**src/rtl/bss_pkg.sv**
```systemverilog
package bss_pkg;
  typedef enum logic [1:0] {
    POL_SERIAL = 2'd0,
    POL_BCAST  = 2'd1,
    POL_HYBRID = 2'd2,
    POL_GROUP  = 2'd3
  } policy_e;

  typedef struct packed {
    logic load;
    logic issue;
    logic sample;
  } seqCtrl_t;
endpackage

```
**src/rtl/bss_datapath.sv**
```systemverilog
module bss_datapath
  import bss_pkg::*;
#(
  parameter int NUM_WAYS  = 4,
  parameter int PTAG_W    = 4,
  parameter int LIMIT_M   = 2,
  parameter int PART_SIZE = 2,
  localparam int WAY_W    = $clog2(NUM_WAYS),
  localparam int FH_W     = $clog2(NUM_WAYS + 1)
) (
  input  logic                       clk,
  input  logic                       rstN,
  input  seqCtrl_t                   ctrl,
  input  logic [1:0]                 reqPolicy,
  input  logic                       reqFilter,
  input  logic [PTAG_W-1:0]          reqPtag,
  input  logic [NUM_WAYS*PTAG_W-1:0] wayPtags,
  input  logic [NUM_WAYS-1:0]        bankHit,
  output logic [NUM_WAYS-1:0]        probeStrobe,
  output logic                       candEmpty,
  output logic                       groupHit,
  output logic                       remainEmpty,
  output logic                       resHit,
  output logic [WAY_W-1:0]           resWay,
  output logic [FH_W-1:0]            resFalse
);
  localparam int NUM_PARTS = NUM_WAYS / PART_SIZE;
  localparam logic [NUM_WAYS-1:0] LOW_MASK  = NUM_WAYS'((1 << LIMIT_M) - 1);
  localparam logic [NUM_WAYS-1:0] PART_BASE = NUM_WAYS'((1 << PART_SIZE) - 1);

  logic [NUM_WAYS-1:0] ptagMatch;
  logic [NUM_WAYS-1:0] candNow;
  logic [NUM_WAYS-1:0] remQ;
  logic [NUM_WAYS-1:0] groupQ;
  logic [NUM_WAYS-1:0] groupSel;
  logic [NUM_WAYS-1:0] lowestRem;
  logic [NUM_WAYS-1:0] hitVec;
  logic                firstQ;
  logic                filterQ;
  policy_e             policyQ;

  function automatic logic [FH_W-1:0] popCount(input logic [NUM_WAYS-1:0] v);
    logic [FH_W-1:0] n;
    n = '0;
    for (int i = 0; i < NUM_WAYS; i++) n = n + FH_W'(v[i]);
    return n;
  endfunction

  function automatic logic [WAY_W-1:0] nearestIdx(input logic [NUM_WAYS-1:0] v);
    logic [WAY_W-1:0] idx;
    idx = '0;
    for (int i = NUM_WAYS - 1; i >= 0; i--) if (v[i]) idx = WAY_W'(i);
    return idx;
  endfunction

  // Partial-tag compare, one comparator per way
  for (genvar g = 0; g < NUM_WAYS; g++) begin : g_ptag
    assign ptagMatch[g] = (wayPtags[g*PTAG_W +: PTAG_W] == reqPtag);
  end

  assign candNow   = reqFilter ? ptagMatch : '1;
  assign candEmpty = (candNow == '0);
  assign lowestRem = remQ & (~remQ + NUM_WAYS'(1));

  // Group chosen for the next round
  always_comb begin
    logic found;
    found    = 1'b0;
    groupSel = '0;
    unique case (policyQ)
      POL_SERIAL: groupSel = lowestRem;
      POL_BCAST:  groupSel = remQ;
      POL_HYBRID: groupSel = (firstQ && |(remQ & LOW_MASK)) ? (remQ & LOW_MASK) : lowestRem;
      POL_GROUP: begin
        for (int p = 0; p < NUM_PARTS; p++) begin
          if (!found && |(remQ & (PART_BASE << (p * PART_SIZE)))) begin
            groupSel = remQ & (PART_BASE << (p * PART_SIZE));
            found    = 1'b1;
          end
        end
      end
      default: groupSel = lowestRem;
    endcase
  end

  assign probeStrobe = ctrl.issue ? groupSel : '0;
  assign hitVec      = bankHit & groupQ;
  assign groupHit    = |hitVec;
  assign remainEmpty = (remQ == '0);

  always_ff @(posedge clk or negedge rstN) begin
    if (!rstN) begin
      remQ     <= '0;
      groupQ   <= '0;
      firstQ   <= 1'b0;
      filterQ  <= 1'b0;
      policyQ  <= POL_SERIAL;
      resHit   <= 1'b0;
      resWay   <= '0;
      resFalse <= '0;
    end else begin
      if (ctrl.load) begin
        remQ     <= candNow;
        firstQ   <= 1'b1;
        filterQ  <= reqFilter;
        policyQ  <= policy_e'(reqPolicy);
        resHit   <= 1'b0;
        resWay   <= '0;
        resFalse <= '0;
      end
      if (ctrl.issue) begin
        remQ   <= remQ & ~groupSel;
        groupQ <= groupSel;
        firstQ <= 1'b0;
      end
      if (ctrl.sample) begin
        if (groupHit) begin
          resHit <= 1'b1;
          resWay <= nearestIdx(hitVec);
          if (filterQ) resFalse <= resFalse + popCount(groupQ & ~hitVec);
        end else if (filterQ) begin
          resFalse <= resFalse + popCount(groupQ);
        end
      end
    end
  end

  // serial order never strobes more than one bank at a time
  p_serial_single_r4: assert property (@(posedge clk) disable iff (!rstN)
    (policyQ == POL_SERIAL) |-> $onehot0(probeStrobe));

  // a round is only started when a candidate is left to probe
  p_issue_nonempty_r10: assert property (@(posedge clk) disable iff (!rstN)
    ctrl.issue |-> (probeStrobe != '0));

  // strobes are separated by the response wait
  p_strobe_gap_r8: assert property (@(posedge clk) disable iff (!rstN)
    (|probeStrobe) |=> (probeStrobe == '0));
endmodule

```
**src/rtl/bss_ctrl.sv**
```systemverilog
module bss_ctrl
  import bss_pkg::*;
#(
  parameter int PROBE_LAT = 2,
  localparam int CNT_W    = $clog2(PROBE_LAT + 1)
) (
  input  logic     clk,
  input  logic     rstN,
  input  logic     reqValid,
  input  logic     candEmpty,
  input  logic     groupHit,
  input  logic     remainEmpty,
  output seqCtrl_t ctrl,
  output logic     busy,
  output logic     doneValid
);
  typedef enum logic [1:0] {ST_IDLE, ST_ISSUE, ST_WAIT, ST_DONE} state_e;

  state_e          stateQ, stateD;
  logic [CNT_W-1:0] cntQ;
  logic            respNow;

  assign respNow = (cntQ == CNT_W'(PROBE_LAT));

  always_comb begin
    ctrl   = '0;
    stateD = stateQ;
    unique case (stateQ)
      ST_IDLE: begin
        if (reqValid) begin
          ctrl.load = 1'b1;
          stateD    = candEmpty ? ST_DONE : ST_ISSUE;
        end
      end
      ST_ISSUE: begin
        ctrl.issue = 1'b1;
        stateD     = ST_WAIT;
      end
      ST_WAIT: begin
        if (respNow) begin
          ctrl.sample = 1'b1;
          stateD      = (groupHit || remainEmpty) ? ST_DONE : ST_ISSUE;
        end
      end
      ST_DONE: stateD = ST_IDLE;
      default: stateD = ST_IDLE;
    endcase
  end

  always_ff @(posedge clk or negedge rstN) begin
    if (!rstN) begin
      stateQ <= ST_IDLE;
      cntQ   <= '0;
    end else begin
      stateQ <= stateD;
      if (stateQ == ST_ISSUE) cntQ <= CNT_W'(1);
      else if (stateQ == ST_WAIT && !respNow) cntQ <= cntQ + CNT_W'(1);
    end
  end

  assign busy      = (stateQ != ST_IDLE);
  assign doneValid = (stateQ == ST_DONE);

  // result is a single-cycle pulse
  p_done_pulse_r8: assert property (@(posedge clk) disable iff (!rstN)
    doneValid |=> !doneValid);

  // nothing to probe gives an answer on the next cycle
  p_empty_fast_r3: assert property (@(posedge clk) disable iff (!rstN)
    (!busy && reqValid && candEmpty) |=> doneValid);

  // while a lookup runs, a new request does not restart it
  p_busy_hold_r12: assert property (@(posedge clk) disable iff (!rstN)
    (busy && !doneValid) |=> busy);
endmodule

```
**src/rtl/bank_set_search.sv**
```systemverilog
module bank_set_search
  import bss_pkg::*;
#(
  parameter int NUM_WAYS  = 4,
  parameter int PTAG_W    = 4,
  parameter int PROBE_LAT = 2,
  parameter int LIMIT_M   = 2,
  parameter int PART_SIZE = 2,
  localparam int WAY_W    = $clog2(NUM_WAYS),
  localparam int FH_W     = $clog2(NUM_WAYS + 1)
) (
  input  logic                       clk,
  input  logic                       rstN,
  input  logic                       reqValid,
  input  logic [1:0]                 reqPolicy,
  input  logic                       reqFilter,
  input  logic [PTAG_W-1:0]          reqPtag,
  input  logic [NUM_WAYS*PTAG_W-1:0] wayPtags,
  input  logic [NUM_WAYS-1:0]        bankHit,
  output logic [NUM_WAYS-1:0]        probeStrobe,
  output logic                       busy,
  output logic                       doneValid,
  output logic                       doneHit,
  output logic [WAY_W-1:0]           doneWay,
  output logic [FH_W-1:0]            doneFalseHits
);
  seqCtrl_t ctrl;
  logic     candEmpty;
  logic     groupHit;
  logic     remainEmpty;

  bss_ctrl #(.PROBE_LAT(PROBE_LAT)) i_ctrl (
    .clk(clk), .rstN(rstN), .reqValid(reqValid), .candEmpty(candEmpty),
    .groupHit(groupHit), .remainEmpty(remainEmpty), .ctrl(ctrl),
    .busy(busy), .doneValid(doneValid)
  );

  bss_datapath #(
    .NUM_WAYS(NUM_WAYS), .PTAG_W(PTAG_W), .LIMIT_M(LIMIT_M), .PART_SIZE(PART_SIZE)
  ) i_datapath (
    .clk(clk), .rstN(rstN), .ctrl(ctrl), .reqPolicy(reqPolicy),
    .reqFilter(reqFilter), .reqPtag(reqPtag), .wayPtags(wayPtags),
    .bankHit(bankHit), .probeStrobe(probeStrobe), .candEmpty(candEmpty),
    .groupHit(groupHit), .remainEmpty(remainEmpty), .resHit(doneHit),
    .resWay(doneWay), .resFalse(doneFalseHits)
  );
endmodule

```
**config.mk**
```make
export PLATFORM = sky130hd
export DESIGN_NAME = bank_set_search
export DESIGN_NICKNAME = d
export VERILOG_FILES = /design/src/rtl/bss_pkg.sv /design/src/rtl/bss_datapath.sv /design/src/rtl/bss_ctrl.sv /design/src/rtl/bank_set_search.sv
export SDC_FILE = /design/constraint.sdc
export NUM_CORES = 1
export LEC_CHECK = 0
export BUFFER_PORTS_ARGS = -buffer_cell sky130_fd_sc_hd__buf_2
export CAP_MARGIN = 15
export CORE_ASPECT_RATIO = 1.75
export CORE_MARGIN = 5
export CORE_UTILIZATION = 32
export CTS_BUF_LIST = sky130_fd_sc_hd__clkbuf_4
export CTS_CLUSTER_DIAMETER = 40
export DETAILED_ROUTE_END_ITERATION = 7
export PLACE_DENSITY = 0.55
export SETUP_SLACK_MARGIN = 0.02
export SYNTH_ARGS = -nofsm -noshare
export SYNTH_HDL_FRONTEND = slang
export SYNTH_HIERARCHICAL = 1
export SYNTH_SLANG_ARGS = --single-unit
export TNS_END_PERCENT = 1
```
**constraint.sdc**
```tcl
create_clock -name clk -period 5 [get_ports clk]
set_input_delay 1 -clock clk [delete_from_list [all_inputs] [get_ports clk]]
set_output_delay 1 -clock clk [all_outputs]
set_load 0.005 [all_outputs]
```
[Word level (Yosys, flattened, before mapping)]
Cells that the tools add are included.
Storage, ports and cells
  flip-flop bits (word level): 22
  bits in latches: 0
  bits in writable memories: 0
  bits in read-only memories: 0
  input bits: 30
  output and inout port bits: 12
  logic and storage cells: 96
  memories kept: 0
Cells by class
  $add $sub $neg: 10
  multiply operators: 0
  div/mod/pow operators: 0
  $lt $le $gt $ge: 0
  eq/ne operators: 13
  shifts and indexed selects: 0
  mux-type cells: 39
  bitwise logic cells: 7
  reduce and logical (&&, ||, !) cells: 17
Operator list (number)
  $mux 2: 14
  $mux 4: 6
  $and 4x4->4: 4
  $eq 4x4->1: 4
  $pmux 4 s4: 1
  $mux 3: 5
  $add 3x1->3: 4
  $mux 1: 12
  $not 4->4: 3
  $eq 2x2->1 const B: 5
  $logic_not 4->1: 2
  $pmux 2 s4: 1
  $add 3x3->3: 2
  $reduce_bool 2->1: 3
  $add 1x1->2: 2
  $add 4x1->4 const B: 1
  $eq 2x1->1 const B: 2
  $logic_not 2->1: 2
  $reduce_or 2->1: 2
  $reduce_or 4->1: 1
  $logic_and 1x1->1: 3
  $add 2x1->2 const B: 1
  $logic_not 1->1: 2
  $ne 2x1->1 const B: 1
  3 further kinds: 3

[Depth between registers and ports, before layout]
  word-level depth: 10
  gate-level depth with buffers: 9

[Cells and area by module]
The synthesis kept the hierarchy.
Modules (own cells, without submodules)
  bss_datapath: instances 1, cells each 118, area an instance 1212.4 µm², seq. area each 450.4 µm²
  bss_ctrl: instances 1, cells each 26, area an instance 280.3 µm², seq. area each 100.1 µm²

[Worst setup path before layout]
OpenSTA, ideal clock, no wires.
  path type: input-to-reg
  start: input bankHit[0]
  end: register i_datapath.resFalse[1]
  library setup time: 74 ps
  arrival: 2904 ps
  required time: 4926 ps
  setup slack: 2022 ps
  stages: 8
  buffers on the path: 0
  cells stage by stage: nand2b_1 > fa_1 > inv_1 > fa_1 > inv_1 > fa_1 > mux2_4 > o21ai_2
Between the ends
  cells in the longest elaborated chain, start to end: 10
RTL lines
  start: declaration: RTL line bank_set_search.sv:19  | input logic [NUM_WAYS-1:0] bankHit,
  $and 4x4->4 (*): RTL line bss_datapath.sv:87  | assign hitVec = bankHit & groupQ;
  $not 4->4: RTL line bss_datapath.sv:120  | if (filterQ) resFalse <= resFalse + popCount(groupQ & ~hitVec);
  $and 4x4->4: RTL line bss_datapath.sv:120
  $add 1x1->2: RTL line bss_datapath.sv:45  | for (int i = 0; i < NUM_WAYS; i++) n = n + FH_W'(v[i]);
  $add 3x1->3 (2 in a row): RTL line bss_datapath.sv:45
  $add 3x3->3: RTL line bss_datapath.sv:120
  $mux 3: RTL line bss_datapath.sv:120
  $mux 3 (*): RTL line bss_datapath.sv:117  | if (groupHit) begin
  $mux 3 (*): RTL line bss_datapath.sv:116  | if (ctrl.sample) begin
  end signal: assignment: RTL line bss_datapath.sv:120
  end signal: assignment: RTL line bss_datapath.sv:122  | resFalse <= resFalse + popCount(groupQ);
  end: declaration: RTL line bss_datapath.sv:25  | output logic [FH_W-1:0] resFalse
Mark *: on every way between the ends. The rest lies on a longest branch, timed or not.
A chain may end at the register's enable or synchronous reset.

[Worst setup path in the final report]
Same ends and word-level chain as after synthesis.

==> flow_summary.toml <==
[clock_network]
root_buffer = "clkbuf_4"
hold_buffers = 0
clock_latency_ps = 300
clk_pin_slew_worst_paths_ps = 120
postCtsSetupBuffers = 0
cts.sinks = 22
htree_levels = 1
cts_buffers = 3
cts_resized = 0
cts_buffer_depth = 2
cts_tree = "done"

[setup_path]
path_class = "input port to register"
crit_top_cell = "fa_1"
crit_slowest_cell = "fa_1"
cp-start-kind = "input port"
critPathMaxStageDelay_ps = 520
cp_data_arrival_time_ps = 3130
cp_max_fo = 3
required_ps = 5240
cp-end-kind = "register"
path_cells = "buf_2 > nand2b_1 > fa_1 > inv_1 > fa_1 > inv_1 > fa_1 > mux2_4 > o21ai_2"

[pwr]
combPwrFrac_pct = 49.1
leakage_nw = 0.8445
internal-power_mw = 0.4864
peakVddDrop_mv = 0.1978
p_per_area_nw_per_um2 = 466.5
p_sw_mw = 0.3396
switching_share_pct = 41.11
p_clk_share_pct = 9.7
p_seq_share_pct = 41.2

[timing]
rsz0062_at_grt = "false"
final_max_slew_viol_count = 0
fmax_mhz = 346.1
max_slew_margin_pct = 65.92
post-route-min-period_ps = 2889
setup_violations = 0
tightest_slew_ps = 511.2
fin_setup_tns_ps = 0
hold_viol = 0
period_share_pct = 57.79
clock_skew_ps = 8.296

[synthesis]
synth_cells = 144
ys_seq_area_share_pct = 36.88
yosysTopAreaCell = "dfrtp_1"
synth_common_cells = "22 x dfrtp_1, 13 x inv_1, 11 x nand2_1"
ys_seq_elements = 22
ys_types = 49
synth_area_leaders = "dfrtp_1 37%, fa_1 8.0%, xnor2_1 4.7%"
synth-async-reset-ratio_pct = 100.0
synth_edf_count = 0
netlist_area_um2 = 1493
post_synth.cell_area_avg_um2 = 10.37
synth_nets = 181
synth_most_common_cell = "dfrtp_1"
synthFlopType = "dfrtp_1"
ys_warn_count = 6
yosysTopAreaCellShare_pct = 36.88

[flow_run]
cap_viol_max_count = 0

[layout]
seq_area_um2 = 550.5
n_antenna_cell = 0
final_util_pct = 38.28
nFillCells = 506
syn_to_final_growth_pct = 18.61
final_layout_size_suffix_gt1_share_pct = 31.72
fin_nets = 225
multi_input_area_um2 = 867.1

[die]
start_util_pct = 32.28
rows = 33
io_pins = 42
die_h_um = 100.4
dieWidth_um = 61.63
core_area_um2 = 4624
dieArea_um2 = 6185

[drt]
routed_wl_mm = 3.425
post_drt_wl_per_cell_um = 14.39
drc = 0
vias = 1183
routed_via_density = 4.971
ant_nets = 0
drtIter0Drc = 27
first_pass_iters = 3

[place]
hpwl_mm = 2.828
io_buffers = 41
gp_congestion = 0.7653

[global_route]
grt_pass1_vias = 1266
grtUsageTotal_pct = 12.32
grt_pass1_wl_mm = 5.637
antenna_found_initial = 0
grt_overflow = 0
grt_max_degree = 23

[hold_path]
hp-class = "register to register"

[status]
status = "finished, final reports clean"
==> power by group through the flow <==
stage          Sequential, mW  Clock [mW]  Combinational [mW]
6_report                0.340      0.0803               0.406
2_1_floorplan           0.310           0               0.331
4_1_cts                 0.341      0.0847               0.418
3_5_place_dp            0.344           0               0.417
3_3_place_gp            0.344           0               0.406
5_1_grt                 0.354      0.0935               0.468
==> registers in the layout (all words and copies together), names as in the netlist <==
name,cells
i_datapath/groupQ,4
i_datapath/remQ,4
i_datapath/resFalse,3
i_ctrl/cntQ,2
i_ctrl/stateQ,2
i_datapath/policyQ,2
i_datapath/resWay,2
i_datapath/filterQ,1
i_datapath/firstQ,1
i_datapath/resHit,1
==> cells in the final DEF, fill, tap and decap left out, types with 3 or more instances in the layout <==
cell,instances
buf_2,41
dfrtp_1,22
inv_1,13
nand2_1,11
xor2_1,8
xnor2_1,8
nor2_1,7
fa_1,6
nand2b_1,5
o21ai_1,4
a21o_1,4
clkbuf_4,3
nor2b_1,3
mux2i_1,3
==> path summary, 6_finish.rpt <==
path | startpoint | to | slack [ps] | cells after the start
max in group asynchronous | rstN | i_datapath/remQ[1] | 4010 | 1
worst max-delay path | bankHit[0] | i_datapath/resFalse[1] | 2110 | 9
worst min register to register | i_datapath/resFalse[2] | i_datapath/resFalse[2] | 480 | 1
min in group asynchronous | rstN | i_ctrl/stateQ[1] | 650 | 1
worst min-delay path | i_datapath/resFalse[2] | i_datapath/resFalse[2] | 480 | 1
worst max register to register | i_datapath/groupQ[0] | i_datapath/resFalse[1] | 2520 | 8
==> kinds of logic (layout without fill, tap and decap cells) <==
kind of cell	count (synthesis)	in the layout	share of synthesized area (%)
AO/OA/AOI/OAI	29	29	16.09
XOR/XNOR	16	16	9.388
buffers and inverters	17	59	5.029
adder cells (fa/ha/maj)	7	7	8.885
flip-flops	22	22	36.88
AND/OR/NAND/NOR	47	47	19.20
multiplexers	6	6	4.526
==> critical path: cells and delay by family <==
kind,cells,cell delay [ps]
AOI/OAI and AO/OA,1,100
and+or+nand+nor,1,160
adders and majority gates,3,1340
muxes,1,280
buffers and inverters,3,260
==> routing by layer <==
metal	global-route usage (%)	wire length [um]	up-vias
met2	22.11	1892	37
met5	0	0	-
li1	-	-	585
met3	1.416	186	4
met4	6.373	65	0
met1	13.34	1280	557
==> cell type report <==
cell class	count	share of cell area (%)
clock buffers	3	1.272
inverters	14	2.968
multi-input cells	105	48.98
flip-flops and latches	22	31.10
well taps	52	3.675
repair buffers	42	12.01
==> through the flow <==
stage	total power, mW	worst slack, ps	cell area (um2)	hold slack, ps	std cells
floorplan	0.6401	2022	1493	458.5	144
global placement	0.7505	1835	1748	463.5	235
detailed placement	0.7614	1783	1748	465.8	235
CTS	0.8437	2108	1770	483.0	238
global route	0.9152	2008	1770	533.5	238
finish	0.8260	2111	1770	481.6	238
No activity file was read; power rests on OpenSTA's default activity.
